===== src/rtl/cr_pkg.sv =====
package cr_pkg;

  localparam int unsigned WORD_W = 32;
  localparam int unsigned HALF_W = WORD_W / 2;
  localparam logic [WORD_W-1:0] NOP_WORD = 32'h0000_0013;

  // a halfword opens a 16-bit instruction unless its two low bits are both set
  function automatic logic half_is_short(input logic [HALF_W-1:0] h);
    return h[1:0] != 2'b11;
  endfunction

  // byte distance to the following instruction
  function automatic logic [2:0] step_bytes(input logic short_inst);
    return short_inst ? 3'd2 : 3'd4;
  endfunction

  function automatic logic word_is_zero(input logic [WORD_W-1:0] w);
    return w == '0;
  endfunction

endpackage


===== src/rtl/cr_assemble.sv =====
module cr_assemble
  import cr_pkg::*;
(
  input  logic [WORD_W-1:0] src_word,
  input  logic              use_upper,
  input  logic              mid,
  input  logic [HALF_W-1:0] mid_half,
  output logic              emit,
  output logic              enter_mid,
  output logic              keep_upper,
  output logic              inst_short,
  output logic [WORD_W-1:0] inst,
  output logic [HALF_W-1:0] pick_half
);

  logic [HALF_W-1:0] lo_half;
  logic [HALF_W-1:0] hi_half;

  assign lo_half   = src_word[HALF_W-1:0];
  assign hi_half   = src_word[WORD_W-1:HALF_W];
  assign pick_half = use_upper ? hi_half : lo_half;

  always_comb begin
    emit       = 1'b0;
    enter_mid  = 1'b0;
    keep_upper = 1'b0;
    inst_short = 1'b0;
    inst       = '0;
    if (mid) begin
      // second half of a straddling instruction
      emit       = 1'b1;
      keep_upper = 1'b1;
      inst       = {lo_half, mid_half};
    end else if (!use_upper) begin
      emit = 1'b1;
      if (half_is_short(lo_half)) begin
        inst_short = 1'b1;
        keep_upper = 1'b1;
        inst       = {{HALF_W{1'b0}}, lo_half};
      end else begin
        inst = src_word;
      end
    end else begin
      if (half_is_short(hi_half)) begin
        emit       = 1'b1;
        inst_short = 1'b1;
        inst       = {{HALF_W{1'b0}}, hi_half};
      end else begin
        enter_mid = 1'b1;
      end
    end
  end

endmodule


===== src/rtl/cr_out_reg.sv =====
module cr_out_reg
  import cr_pkg::*;
#(
  parameter int unsigned PC_W = 32
) (
  input  logic              clk,
  input  logic              rst_n,
  input  logic              flush,
  input  logic              load,
  input  logic              take,
  input  logic [WORD_W-1:0] in_inst,
  input  logic              in_short,
  input  logic [PC_W-1:0]   in_pc,
  output logic              slot_free,
  output logic              valid,
  output logic [WORD_W-1:0] inst,
  output logic              short_inst,
  output logic [PC_W-1:0]   pc,
  output logic [PC_W-1:0]   next_pc,
  output logic              illegal
);

  assign slot_free = !valid || take;

  always_ff @(posedge clk) begin
    if (!rst_n) begin
      valid      <= 1'b0;
      inst       <= NOP_WORD;
      short_inst <= 1'b0;
      pc         <= '0;
      next_pc    <= '0;
      illegal    <= 1'b0;
    end else if (flush) begin
      valid <= 1'b0;
    end else if (load) begin
      valid      <= 1'b1;
      inst       <= in_inst;
      short_inst <= in_short;
      pc         <= in_pc;
      next_pc    <= in_pc + PC_W'(step_bytes(in_short));
      illegal    <= word_is_zero(in_inst);
    end else if (take) begin
      valid <= 1'b0;
    end
  end

  AST_READY_CLEARS: assert property (@(posedge clk) disable iff (!rst_n)
    valid && take && !load && !flush |=> !valid);
  AST_HOLD_STABLE: assert property (@(posedge clk) disable iff (!rst_n)
    valid && !take && !flush |=> valid && $stable(inst) && $stable(pc));

endmodule


===== src/rtl/cinst_realigner.sv =====
module cinst_realigner
  import cr_pkg::*;
#(
  parameter int unsigned PC_W     = 32,
  parameter logic [PC_W-1:0] RESET_PC = '0
) (
  input  logic              clk,
  input  logic              rst_n,
  input  logic              redirect,
  input  logic [PC_W-1:0]   redirect_pc,
  input  logic              fetch_valid,
  input  logic [WORD_W-1:0] fetch_word,
  output logic              fetch_ready,
  output logic              need_more,
  output logic              out_valid,
  input  logic              out_take,
  output logic [WORD_W-1:0] out_inst,
  output logic              out_short,
  output logic [PC_W-1:0]   out_pc,
  output logic [PC_W-1:0]   out_next_pc,
  output logic              out_illegal
);

  logic [PC_W-1:0]   cur_pc;
  logic [WORD_W-1:0] kept_word;
  logic              kept_upper;
  logic              mid_q;
  logic [HALF_W-1:0] mid_half;

  logic              slot_free;
  logic              fetch_fire;
  logic              step;
  logic [WORD_W-1:0] src_word;
  logic              a_emit, a_enter_mid, a_keep_upper, a_short;
  logic [WORD_W-1:0] a_inst;
  logic [HALF_W-1:0] a_half;
  logic              load_out;
  logic              enter_mid;

  assign fetch_ready = !kept_upper && slot_free && !redirect;
  assign fetch_fire  = fetch_valid && fetch_ready;
  assign need_more   = !kept_upper;
  assign step        = !redirect && slot_free && (kept_upper || fetch_fire);
  assign src_word    = kept_upper ? kept_word : fetch_word;

  cr_assemble i_asm (
    .src_word   (src_word),
    .use_upper  (cur_pc[1]),
    .mid        (mid_q),
    .mid_half   (mid_half),
    .emit       (a_emit),
    .enter_mid  (a_enter_mid),
    .keep_upper (a_keep_upper),
    .inst_short (a_short),
    .inst       (a_inst),
    .pick_half  (a_half)
  );

  assign load_out  = step && a_emit;
  assign enter_mid = step && a_enter_mid;

  always_ff @(posedge clk) begin
    if (!rst_n) begin
      cur_pc     <= RESET_PC;
      kept_word  <= '0;
      kept_upper <= 1'b0;
      mid_q      <= 1'b0;
      mid_half   <= '0;
    end else if (redirect) begin
      cur_pc     <= {redirect_pc[PC_W-1:1], 1'b0};
      kept_upper <= 1'b0;
      mid_q      <= 1'b0;
    end else if (step) begin
      if (a_emit) begin
        cur_pc <= cur_pc + PC_W'(step_bytes(a_short));
      end
      kept_upper <= a_keep_upper;
      if (a_keep_upper) begin
        kept_word <= src_word;
      end
      mid_q <= a_enter_mid;
      if (a_enter_mid) begin
        mid_half <= a_half;
      end
    end
  end

  cr_out_reg #(.PC_W(PC_W)) i_out (
    .clk        (clk),
    .rst_n      (rst_n),
    .flush      (redirect),
    .load       (load_out),
    .take       (out_take),
    .in_inst    (a_inst),
    .in_short   (a_short),
    .in_pc      (cur_pc),
    .slot_free  (slot_free),
    .valid      (out_valid),
    .inst       (out_inst),
    .short_inst (out_short),
    .pc         (out_pc),
    .next_pc    (out_next_pc),
    .illegal    (out_illegal)
  );

  AST_SHORT_UPPER_ZERO: assert property (@(posedge clk) disable iff (!rst_n)
    out_valid && out_short |-> out_inst[WORD_W-1:HALF_W] == '0);
  AST_NEXT_PC_STEP: assert property (@(posedge clk) disable iff (!rst_n)
    out_valid |-> (out_next_pc - out_pc) == (out_short ? PC_W'(2) : PC_W'(4)));
  AST_MID_QUIET: assert property (@(posedge clk) disable iff (!rst_n)
    enter_mid |=> !out_valid && need_more);
  AST_REDIRECT_FLUSH: assert property (@(posedge clk) disable iff (!rst_n)
    redirect |=> !out_valid && !mid_q && need_more);
  AST_NO_FETCH_WHILE_KEPT: assert property (@(posedge clk) disable iff (!rst_n)
    !need_more |-> !fetch_ready);

endmodule


===== config.mk =====
export PLATFORM = sky130hd
export DESIGN_NAME = cinst_realigner
export DESIGN_NICKNAME = d
export VERILOG_FILES = /design/src/rtl/cr_pkg.sv /design/src/rtl/cr_assemble.sv /design/src/rtl/cr_out_reg.sv /design/src/rtl/cinst_realigner.sv
export SDC_FILE = /design/constraint.sdc
export NUM_CORES = 1
export LEC_CHECK = 0
export BUFFER_PORTS_ARGS = -buffer_cell sky130_fd_sc_hd__buf_4
export CAP_MARGIN = 20
export CORE_ASPECT_RATIO = 0.8
export CORE_MARGIN = 2
export CORE_UTILIZATION = 55
export DETAILED_ROUTE_END_ITERATION = 10
export PLACE_DENSITY = 0.85
export SYNTH_ARGS = -nofsm -noshare
export SYNTH_HDL_FRONTEND = slang
export SYNTH_SLANG_ARGS = --single-unit

===== constraint.sdc =====
create_clock -name clk -period 4.9 [get_ports clk]
set_input_delay 0.735 -clock clk [delete_from_list [all_inputs] [get_ports clk]]
set_output_delay 0.735 -clock clk [all_outputs]
set_load 0.1 [all_outputs]

# Yosys cells after proc, flatten, opt, wreduce, memory -nomap -nowiden

Index checks and enable logic that the tools add are counted.
W data, S select, Z words.

Flip-flop bits (word level): 181
Latch bits: 0
RAM bits: 0
ROM bits: 0
Output and inout bits: 101
Logic and storage cells: 61
Memories kept: 0

Add/sub/neg operators: 1
Multiply operators: 0
Div/mod/pow operators: 0
Magnitude comparators: 0
Equality and inequality tests: 2
Shift operators: 0
Multiplexer cells: 23
Bitwise gates (word level): 2
Reduce and logical (&&, ||, !) cells: 21

Operator list:

| cell                 | number |
|---|---|
| $mux W32             | 7 |
| $add A32 B3 Y32      | 1 |
| $logic_not A32 Y1    | 1 |
| $mux W16             | 2 |
| $mux W1              | 13 |
| $logic_and A1 B1 Y1  | 6 |
| $reduce_and A2 Y1    | 3 |
| $reduce_and A3 Y1    | 2 |
| $reduce_bool A2 Y1   | 3 |
| $ne A2 B2 Y1 const B | 2 |
| $logic_not A1 Y1     | 3 |
| $mux W3              | 1 |
| $logic_or A1 B1 Y1   | 2 |
| $not A1 Y1           | 2 |
| $reduce_or A2 Y1     | 1 |

# Longest topological paths before layout

Gate-level depths: netlist of run 1.

Word-level depth: 10
Depth in mapped cells: 15
Gate-level depth less buffers: 13

# Hierarchy

Synthesis of run 1 repeated with hierarchy kept, for this count alone.

Cells, all modules: 1092
Area, all modules: 9082.5 um2

By module, submodules not included:

| module          | instances | cells an instance | area each (um2) | seq. area each (um2) |
|---|---|---|---|---|
| cinst_realigner | 1         | 460               | 3986.3          | 1621.6 |
| cr_out_reg      | 1         | 494               | 3985.1          | 1961.9 |
| cr_assemble     | 1         | 138               | 1111.1          | 0.0 |

# Worst setup path before layout of run 1

No wires, ideal clock.

Kind: input -> output
Start point: input port redirect
End point: output port fetch_ready
Arrival: 3.408 ns
Required time: 4.165 ns
Setup slack: 0.757 ns
Stages on the path: 4
Buffers on the path: 3
Cell sequence: clkbuf_1 clkbuf_1 clkbuf_1 nor3_1

Cells in the longest elaborated chain, start to end: 2

Ends and longest elaborated chain:

| item                | RTL line              | text |
|---|---|---|
| from (decl)         | cinst_realigner.sv:9  | `input logic redirect,` |
| $logic_not A1 Y1    | cinst_realigner.sv:40 | `assign fetch_ready = !kept_upper && slot_free && !redirect;` |
| $logic_and A1 B1 Y1 | cinst_realigner.sv:40 |  |
| to (decl)           | cinst_realigner.sv:13 | `output logic fetch_ready,` |

Every way passes these cells.

# Worst setup path in the final report of run 1

Start point: register kept_upper
End point: register cur_pc[27]

Cells in the longest elaborated chain, start to end: 10
Elaborated cells on any way between the ends: 23
Those cells by class: 1 x add/sub; 2 x eq/ne; 11 x mux; 9 x reduce/logical

Ends and longest elaborated chain:

| item                       | RTL line                             | text |
|---|---|---|
| from (decl)                | cinst_realigner.sv:26                | `logic kept_upper;` |
| from (signal assigned)     | cinst_realigner.sv:77                | `kept_upper <= a_keep_upper;` |
| $mux W32 *                 | cinst_realigner.sv:44                | `assign src_word = kept_upper ? kept_word : fetch_word;` |
| $ne A2 B2 Y1               | cr_pkg.sv:9                          | `return h[1:0] != 2'b11;` |
| $mux W1 (on tied branches) | cr_assemble.sv:36, cr_assemble.sv:44 |  |
| $mux W1 *                  | cr_assemble.sv:34                    | `end else if (!use_upper) begin` |
| $mux W1 *                  | cr_assemble.sv:29                    | `if (mid) begin` |
| via a_short                | cinst_realigner.sv:34                | `logic a_emit, a_enter_mid, a_keep_upper, a_short;` |
| $mux W3 *                  | cr_pkg.sv:14                         | `return short_inst ? 3'd2 : 3'd4;` |
| $add A32 B3 Y32 *          | cinst_realigner.sv:75                | `cur_pc <= cur_pc + PC_W'(step_bytes(a_short));` |
| $mux W32 *                 | cinst_realigner.sv:74                | `if (a_emit) begin` |
| $mux W32 *                 | cinst_realigner.sv:73                | `end else if (step) begin` |
| $mux W32 *                 | cinst_realigner.sv:69                | `end else if (redirect) begin` |
| to (signal assigned)       | cinst_realigner.sv:70                | `cur_pc <= {redirect_pc[PC_W-1:1], 1'b0};` |
| to (signal assigned)       | cinst_realigner.sv:75                |  |
| to (decl)                  | cinst_realigner.sv:24                | `logic [PC_W-1:0] cur_pc;` |

The timed path passes the listed nets; every way through them passes the cells marked *. The select of a mux whose other input is x is not followed.
A chain may end at the register's enable or synchronous reset.

==> qor.yml, run 1 <==
avgRoutedWirePerCell_um: 17.8
setup_slack_ns: 0.855
crit_buf_inv: 2
dominantRegCellSynth: "dfxtp_1"
setup_violations: 0
synthTopCellsByArea: "dfxtp_1 (43%), a21oi_1 (6.9%), nor2_1 (6.6%)"
drv_cap: 0
path_clk_slew_ns: 0.07
overflow: 0
p_sw_mw: 1.27
clk_path_buf_depth: 2
grt_usage: 0.295
design_area_um2: 10200
vdd_ir_drop_max_mv: 0.272
worst_pin_slew_ns: 1.06
maxSlewHeadroom: 0.290
p_clk_frac: 0.354
finalNetCount: 1204
holdBufCountCts: 0
drv_slew: 0
grt_pass1_vias: 7213
diodes: 0
drc: 0
cts_setup_buffers: 0
final_core_utilization: 0.683
cts_resized: 0
io_pins: 170
antenna_found_initial: 0
syn_avg_cell_area_um2: 8.23
intPower_mw: 2.50
p_sw_frac: 0.337
num_rows: 40
clkLatencyLatePin_ns: 0.44
worstPathRequired_ns: 5.26
finalCritPeriodShare: 0.825
setup_tns_ns: 0
max_stage_delay_ns: 0.50
worstSetupEndpointType: "flip-flop"
die_h_um: 114
critPathKind: "flip-flop to flip-flop"
worst_path_max_delay_cell: "nor4_4"
status: "completed"
async_flop_share: 0
hold_path_class: "flip-flop to flip-flop"
vias: 7855
yosysUniqueCellTypes: 63
arrival_ns: 4.41
start_util: 0.560
p_per_area_nw_per_um2: 370
drive_above_1_share: 0.218
ys_seq_area_frac: 0.426
port_buffers: 166
ys_seq_elements: 178
dp_slack_ns: 0.603
placed_area_um2: 9590
cp_common_cell: "nor2_1"
syn-instance-count: 1015
hpwl_mm: 16.3
critPathMaxFanout: 35
period_needed_ns: 4.04
cts_made_buffers: 17
critPathTopFamily: "simple AND/OR/NAND/NOR gates"
fp.dieW_um: 142
grt_max_degree: 111
combPwrFrac: 0.223
synthesis.area_um2: 8360
ant_nets: 0
drt_iter0_markers: 1039
path_cells: "buf_4 > nand3b_1 > and3_1 > nor2_1 > nor2_1 > ha_1 > inv_1 > fa_1 > and3b_1 > nand2_1 > nor4_4 > nand3_1 > xor2_1 > a21oi_1"
die_area_um2: 16200
grt_pass1_wl_mm: 37.6
hold_viol_final: 0
clock.fmax_mhz: 247
rsz0062_at_grt: "no"
cts.htree.levels: 4
cts_tree: "yes"
vias_per_cell: 5.89
gp_congestion: 0.937
fin_worst_skew_ns: 0.0117
synthToLayoutAreaGrowth_pct: 21.9
cts_root_buf: "clkbuf_16"
critPathLaunchType: "flip-flop"
cts_sinks: 178
leakagePower_nw: 3.99
synth_edf_count: 0
pwr-share-seq: 0.423
wl_mm: 23.8
synth_top_area_cell: "dfxtp_1"
core_area_um2: 14900
ys.warnings.count: 0
synth.top_cell.area_share: 0.426
dr.pass1.iters: 6
==> cell usage in the layout, fill, tap and decap left out, types with 3 or more instances in the layout <==
cell / count
o211a_1: 6
nand4_1: 7
a32oi_1: 4
nand2_1: 110
nor4_4: 4
nor4_2: 3
a221oi_1: 4
nor4_1: 17
nand2b_1: 9
and2_1: 6
a22oi_1: 7
o22ai_1: 3
a211oi_1: 45
or3_1: 3
and3_1: 7
a21oi_1: 116
a31oi_1: 3
a211oi_2: 3
o211ai_1: 3
buf_4: 178
nor3_1: 24
mux2_2: 17
xor2_1: 23
xnor2_1: 19
mux2i_1: 39
o21ai_0: 56
clkinv_4: 5
dfxtp_1: 177
inv_1: 13
nand3_1: 18
clkbuf_16: 17
nor2_1: 148
clkbuf_8: 3
==> Yosys cell counts, drive strengths merged, types with 9 or more instances <==
cell type,count
a211oi,48
a21oi,117
buf,34
clkbuf,49
dfxtp,178
inv,14
mux2,18
mux2i,39
nand2,111
nand2b,9
nand3,20
nor2,149
nor3,25
nor4,24
o21ai,56
xnor2,19
xor2,23
==> logic make-up after synthesis <==
| group | after synthesis | share of synthesized area |
|---|---|---|
| compound gates | 263 | 0.191 |
| xor+xnor | 42 | 0.0440 |
| fa+ha+maj | 3 | 0.00539 |
| other cells | 1 | 0.000449 |
| flops | 178 | 0.426 |
| mux | 57 | 0.0714 |
| simple gates | 374 | 0.211 |
| buf+inv | 97 | 0.0512 |
==> sequential cells by signal, summed over array words and instances, names as in the netlist <==
name              count
mid_half             16
i_out.short_inst      1
kept_word            32
i_out.next_pc        31
i_out.illegal         1
i_out.valid           1
kept_upper            1
cur_pc               31
mid_q                 1
i_out.inst           32
i_out.pc             31
==> worst paths after layout <==
| path | slack [ns] | depth (start not counted) | endpoint | from |
|---|---|---|---|---|
| hold / removal | 0.45 | 2 | i_out.pc[10] | i_out.pc[10] |
| setup reg to reg | 0.86 | 14 | cur_pc[27] | kept_upper |
| hold reg to reg | 0.45 | 2 | i_out.pc[10] | i_out.pc[10] |
| setup / recovery | 0.86 | 14 | cur_pc[27] | kept_upper |
==> layer usage <==
layer	share of wire	global-route usage	vias up
li1	-	-	3788
met1	0.44	0.414	3628
met2	0.44	0.442	398
met3	0.096	0.0816	41
met4	0.018	0.0973	0
met5	0	0	-
==> power groups by stage <==
stage	logic (mW)	registers, mW	clock network [mW]
2_1_floorplan	0.310	1.93	0
3_3_place_gp	0.816	1.62	0
3_5_place_dp	0.827	1.62	0
4_1_cts	0.831	1.59	1.34
5_1_grt	0.887	1.60	1.40
6_report	0.841	1.59	1.33
==> tightest hold or removal path, stage by stage, from the launching register on <==
cell and delay [ns]:
dfxtp_1 0.31, nand2_1 0.05, a21oi_1 0.05
==> metrics by stage <==
| stage | instances | power [mW] | hold WS [ns] |
|---|---|---|---|
| finish | 1334 | 3.77 | 0.454 |
| global route | 1334 | 3.89 | 0.475 |
| CTS | 1333 | 3.77 | 0.457 |
| detailed placement | 1301 | 2.45 | 0.447 |
| global placement | 1301 | 2.44 | 0.441 |
| floorplan | 1016 | 2.24 | 0.442 |
==> final cells by class <==
type                    count  area, um^2
well taps                 189         236
multi-input cells         741        4370
clock inverters            10         103
repair buffers            180        1380
clock buffers              22         474
fillers                  1201        4720
flip-flops and latches    178        3560
inverters                  14        55.1
Power figures use the tool's default switching activity.
==> inputs of run 2 (changes only) <==
--- a/config.mk
+++ b/config.mk
@@ -5,6 +5,7 @@
 export SDC_FILE = /design/constraint.sdc
 export NUM_CORES = 1
 export LEC_CHECK = 0
+export ABC_AREA = 1
 export BUFFER_PORTS_ARGS = -buffer_cell sky130_fd_sc_hd__buf_4
 export CAP_MARGIN = 20
 export CORE_ASPECT_RATIO = 0.8
==> constraint.sdc (replaced) <==
create_clock -name clk -period 4.22 [get_ports clk]
set_input_delay 0.633 -clock clk [delete_from_list [all_inputs] [get_ports clk]]
set_output_delay 0.633 -clock clk [all_outputs]
set_load 0.1 [all_outputs]
==> qor.yml, run 2 <==
critPathMaxFanout: 32  # -8.6%
drc: 0  # unchanged
period_needed_ns: 3.72  # -0.325 ns
start_util: 0.559  # -0.00101
synth_edf_count: 0  # unchanged
dominantRegCellSynth: "dfxtp_1"
grt_pass1_wl_mm: 39.3  # +4.5%
fin_worst_skew_ns: 0.0111  # -0.000564 ns
cts_root_buf: "clkbuf_16"
worst_pin_slew_ns: 0.930  # -0.125 ns
worst_path_max_delay_cell: "o22ai_1"
maxSlewHeadroom: 0.380  # +0.0894
cts_resized: 0  # unchanged
finalCritPeriodShare: 0.881  # +0.0559
setup_tns_ns: 0  # unchanged
reg2reg_from: "kept_upper"
num_rows: 40  # unchanged
cp-startpoint: "kept_upper"
hold_start: "i_out.next_pc[19]"
r2r_slack_ns: 0.50  # -0.35 ns
core_area_um2: 14900  # unchanged
diodes: 0  # unchanged
die_h_um: 114  # about the same
syn_avg_cell_area_um2: 6.87  # -17%
fp.dieW_um: 142  # about the same
avgRoutedWirePerCell_um: 16.1  # -9.5%
synthTopCellsByArea: "dfxtp_1 (43%), nand2_1 (14%), a21oi_1 (7.3%)"
layout_common_cells: "nand2_1 (319), dfxtp_1 (178), buf_4 (176)"
cts_tree: "yes"
max_stage_delay_ns: 0.35  # -0.15 ns
cts_made_buffers: 17  # unchanged
rsz0062_at_grt: "no"
wl_mm: 24.8  # +4.4%
grt_max_degree: 79  # -29%
critPathKind: "flip-flop to flip-flop"
ys_top_cells_by_count: "nand2_1 (319), dfxtp_1 (178), nor2_1 (132)"
clk_path_buf_depth: 2  # unchanged
worstSetupEndpointType: "flip-flop"
hold_path_class: "flip-flop to flip-flop"
finalNetCount: 1409  # +17%
synthToLayoutAreaGrowth_pct: 22.6
setup_slack_ns: 0.501  # -0.355 ns
antenna_found_initial: 0  # unchanged
async_flop_share: 0  # unchanged
cp_common_cell: "nand2_1"
vias: 8577  # +9.2%
gp_congestion: 0.927  # -1.1%
p_per_area_nw_per_um2: 456  # +23%
vias_per_cell: 5.57  # -5.4%
ys_seq_area_frac: 0.427  # +0.000767
status: "completed"
layout_commonest_cell: "nand2_1"
cts.htree.levels: 4  # unchanged
leakagePower_nw: 4.44  # +11%
crit_buf_inv: 6  # +4
drv_cap: 0  # unchanged
grt_pass1_vias: 7693  # +6.7%
yosysUniqueCellTypes: 32  # -49%
holdBufCountCts: 0  # unchanged
die_area_um2: 16200  # -0.18%
cts_sinks: 178  # unchanged
p_total_mw: 4.66  # +24%
critPathTopFamily: "simple AND/OR/NAND/NOR gates"
drive_above_1_share: 0.185  # -0.0332
reg.largest.list: "i_out.inst: 32 flops, kept_word: 32 flops"
path_clk_slew_ns: 0.07  # about the same
drv_slew: 0  # unchanged
vdd_ir_drop_max_mv: 0.389  # +43%
grt_usage: 0.307  # +0.0118
overflow: 0  # unchanged
path_cells: "buf_4 > inv_4 > nand2_1 > nand2_2 > nand2_2 > inv_2 > o22ai_1 > inv_1 > ha_1 > nand2_1 > nand2_1 > nand2_1 > inv_1 > nand2_1 > inv_1 > nand3_1 > nor3_1 > or2_2 > nand3_1 > o21ai_0"
clkLatencyLatePin_ns: 0.44  # about the same
worstPathRequired_ns: 4.57  # -0.69 ns
port_buffers: 166  # unchanged
hpwl_mm: 17.0  # +4.3%
synth_top_area_cell: "dfxtp_1"
clock.fmax_mhz: 269  # +8.7%
syn-instance-count: 1214  # +20%
synthesis.area_um2: 8340  # -0.18%
cts_setup_buffers: 0  # unchanged
yosysMostFrequentCell: "nand2_1"
critPathLaunchType: "flip-flop"
ys.warnings.count: 0  # unchanged
dp_slack_ns: 0.652  # +0.0485 ns
io_pins: 170  # unchanged
synth.top_cell.area_share: 0.427  # +0.000767
arrival_ns: 4.07  # -0.34 ns
dr.pass1.iters: 7  # +1
setup_violations: 0  # unchanged
drt_iter0_markers: 880  # -15%
hold_viol_final: 0  # unchanged
ant_nets: 0  # unchanged
ys_seq_elements: 178  # unchanged
==> run 2: cell count changes after synthesis, moves of 10 or more <==
cell / previous run / this run
inv_2: 1 / 11
clkbuf_1: 48 / 33
nor4_1: 17 / 3
inv_1: 13 / 91
nand2_1: 111 / 319
a31oi_1: 3 / 20
o21ai_0: 56 / 114
nor2_1: 148 / 132
mux2_2: 17 / 0
mux2i_1: 39 / 0
xnor2_1: 19 / 2
nand2_2: 0 / 24
==> run 2: tightest hold or removal path, delay by kind of cell, from the launching register on <==
family,cells,cell delay [ns]
flops,1,0.31
simple gates,1,0.06
compound gates,1,0.05
==> run 2: area by class of cell <==
| cell class | count | area (um^2) |
|---|---|---|
| fillers | 1259 | 4690 |
| multi-input cells | 854 | 4010 |
| flip-flops and latches | 178 | 3560 |
| repair buffers | 177 | 1340 |
| clock buffers | 18 | 439 |
| inverters | 109 | 413 |
| well taps | 189 | 236 |
| clock inverters | 14 | 224 |
==> run 2: power breakdown <==
group	total [mW]	internal [mW]	switching, mW
combinational	1.03	0.244	0.790
sequential	1.85	1.78	0.0685
clock	1.77	1.07	0.698
total	4.66	3.10	1.56
==> run 2: final timing paths <==
check	end	cells after the start
min	i_out.next_pc[19]	2
max reg2reg	cur_pc[24]	20
max	cur_pc[24]	20
min reg2reg	i_out.next_pc[19]	2
==> run 2: per-layer routing <==
layer	up-vias	wire length, um	GRT usage
met4	0	518	0.0967
met1	3969	11400	0.441
met5	-	0	0
li1	4189	-	-
met3	50	2070	0.0623
met2	369	10800	0.465
==> run 2: cell families after synthesis <==
family / after synthesis / share of synthesized area
simple gates: 524 / 0.252
compound gates: 304 / 0.200
buf+inv: 183 / 0.0930
flops: 178 / 0.427
xor+xnor: 21 / 0.0220
fa+ha+maj: 3 / 0.00540
other cells: 1 / 0.000449
==> run 2: stage by stage <==
stage / hold WS [ns] / util / instances / area [um^2]
after floorplan: 0.441 / - / 1215 / 8350
after global routing: 0.485 / 0.686 / 1539 / 10200
after detailed placement: 0.457 / 0.641 / 1507 / 9560
after global placement: 0.453 / 0.641 / 1507 / 9560
after CTS: 0.465 / 0.686 / 1539 / 10200
final: 0.466 / 0.686 / 1539 / 10200
==> inputs of run 3 (changes only) <==
==> constraint.sdc (replaced) <==
create_clock -name clk -period 4.22 [get_ports clk]
set_input_delay 0.422 -clock clk [delete_from_list [all_inputs] [get_ports clk]]
set_output_delay 0.422 -clock clk [all_outputs]
set_load 0.1 [all_outputs]
==> qor.yml, run 3 (same netlist as run 2, synthesis figures left out) <==
status: "completed"
synthToLayoutAreaGrowth_pct: 21.8
core_area_um2: 14900  # unchanged
hold_viol_final: 0  # unchanged
arrival_ns: 3.78  # -0.29 ns
leakagePower_nw: 4.40  # -0.88%
path_clk_slew_ns: 0.07  # about the same
cts_made_buffers: 17  # unchanged
p_clk_frac: 0.356  # -0.025
cts.htree.levels: 4  # unchanged
pwr-share-seq: 0.413  # +0.016
cts_root_buf: "clkbuf_16"
num_rows: 40  # unchanged
ant_nets: 0  # unchanged
drv_cap: 0  # unchanged
die_h_um: 114  # unchanged
worstPathRequired_ns: 4.52  # -0.05 ns
placedCellCount: 1509  # +0.13%
vias: 8483  # -1.1%
p_sw_mw: 1.56  # about the same
grt_pass1_vias: 7593  # -1.3%
p_per_area_nw_per_um2: 441  # -3.2%
vdd_ir_drop_max_mv: 0.305  # -22%
avgRoutedWirePerCell_um: 16.0  # -0.97%
port_buffers: 166  # unchanged
grt_usage: 0.307  # about the same
io_pins: 170  # unchanged
drc: 0  # unchanged
worstSetupEndpointType: "flip-flop"
maxSlewHeadroom: 0.385  # +0.00489
wl_mm: 24.6  # -0.84%
clock.fmax_mhz: 288  # +7.0%
setup_violations: 0  # unchanged
worst_pin_slew_ns: 0.923  # -0.00733 ns
fp.dieW_um: 142  # unchanged
fin_worst_skew_ns: 0.0111  # -0.000000400 ns
grt_max_degree: 90  # +14%
die_area_um2: 16200  # unchanged
dr.pass1.iters: 5  # -2
grt_pass1_wl_mm: 39.0  # -0.58%
design_area_um2: 10200  # -0.65%
cts_tree: "yes"
use_met1: 0.441  # about the same
drv_slew: 0  # unchanged
holdBufCountCts: 0  # unchanged
clk_path_buf_depth: 2  # unchanged
start_util: 0.559  # unchanged
rsz0062_at_grt: "no"
finalCritPeriodShare: 0.824  # -0.0574
use_met2: 0.447  # -0.0184
critPathMaxFanout: 24  # -25%
cts_sinks: 178  # unchanged
setup_tns_ns: 0  # unchanged
placed_area_um2: 9560  # about the same
p_sw_frac: 0.348  # +0.0136
cts_setup_buffers: 0  # unchanged
vias_per_cell: 5.50  # -1.2%
antenna_found_initial: 0  # unchanged
combPwrFrac: 0.231  # +0.009
cts_resized: 0  # unchanged
critPathKind: "flip-flop to flip-flop"
final_core_utilization: 0.681  # -0.00445
hold_slack_ns: 0.267  # -0.199 ns
layout_commonest_cell: "nand2_1"
hpwl_mm: 16.9  # -0.59%
finalNetCount: 1411  # +0.14%
drive_above_1_share: 0.186  # +0.00121
busiest_layer: "met2"
layout.cells.non_filler: 1541  # +0.13%
gp_congestion: 0.959  # +3.5%
drt_iter0_markers: 855  # -2.8%
intPower_mw: 2.92  # -5.8%
critPathLaunchType: "flip-flop"
layout_common_cells: "nand2_1 (319), buf_4 (179), dfxtp_1 (178)"
clkLatencyLatePin_ns: 0.44  # about the same
overflow: 0  # unchanged
gr-usage-met3: 0.0866  # +0.0243
reg.largest.list: "i_out.inst: 32 flops, kept_word: 32 flops"
hold_path_class: "input port to flip-flop"
period_needed_ns: 3.48  # -0.242 ns
diodes: 0  # unchanged
==> run 3: changes by cell type in the layout (fill, tap and decap cells not counted), sizes merged <==
cell	change
buf	+2
clkinvlp	+4
clkinv	-1
bufinv	-3
==> run 3: metrics by stage <==
| stage | total power [mW] | setup WS (ns) |
|---|---|---|
| floorplan | 2.65 | 1.58 |
| global placement | 2.89 | 0.883 |
| detailed placement | 2.90 | 0.833 |
| CTS | 4.47 | 0.767 |
| global route | 4.63 | 0.399 |
| finish | 4.48 | 0.743 |
==> run 3: power groups by stage <==
stage / registers [mW] / clock network, mW / logic (mW)
floorplan: 2.27 / 0 / 0.379
global placement: 1.88 / 0 / 1.01
detailed placement: 1.89 / 0 / 1.02
CTS: 1.85 / 1.60 / 1.03
global route: 1.86 / 1.67 / 1.10
finish: 1.85 / 1.59 / 1.03
==> run 3: final timing paths <==
check	endpoint	slack, ns	cells after the start	from
min	cur_pc[16]	0.27	3	redirect_pc[16]
max	cur_pc[25]	0.74	16	kept_upper
max reg2reg	cur_pc[25]	0.74	16	kept_upper
min reg2reg	mid_half[2]	0.47	2	mid_half[2]
==> run 3: critical path, cell delays in order (launching register included) <==
cell,delay (ns)
dfxtp_1,0.35
buf_4,0.23
nand2_1,0.11
nand2_2,0.10
nand2_2,0.29
inv_2,0.07
o22ai_1,0.34
ha_1,0.25
inv_1,0.06
fa_1,0.44
inv_1,0.10
nand2_1,0.14
nor2_1,0.34
nand4_1,0.16
xor2_1,0.17
nand2_1,0.09
a31oi_1,0.10
==> run 3: area by class of cell <==
class	count	area, um^2
Fill cell	1299	4760
Multi-Input combinational cell	854	4010
Sequential cell	178	3560
Timing Repair Buffer	179	1340
Clock buffer	18	439
Inverter	109	413
Tap cell	189	236
Clock inverter	14	155
==> run 3: metal layers <==
metal,vias to the layer above,wire length [um]
met3,46,2550
met2,400,10500
met5,-,0
met4,0,520
met1,3847,11100
li1,4190,-
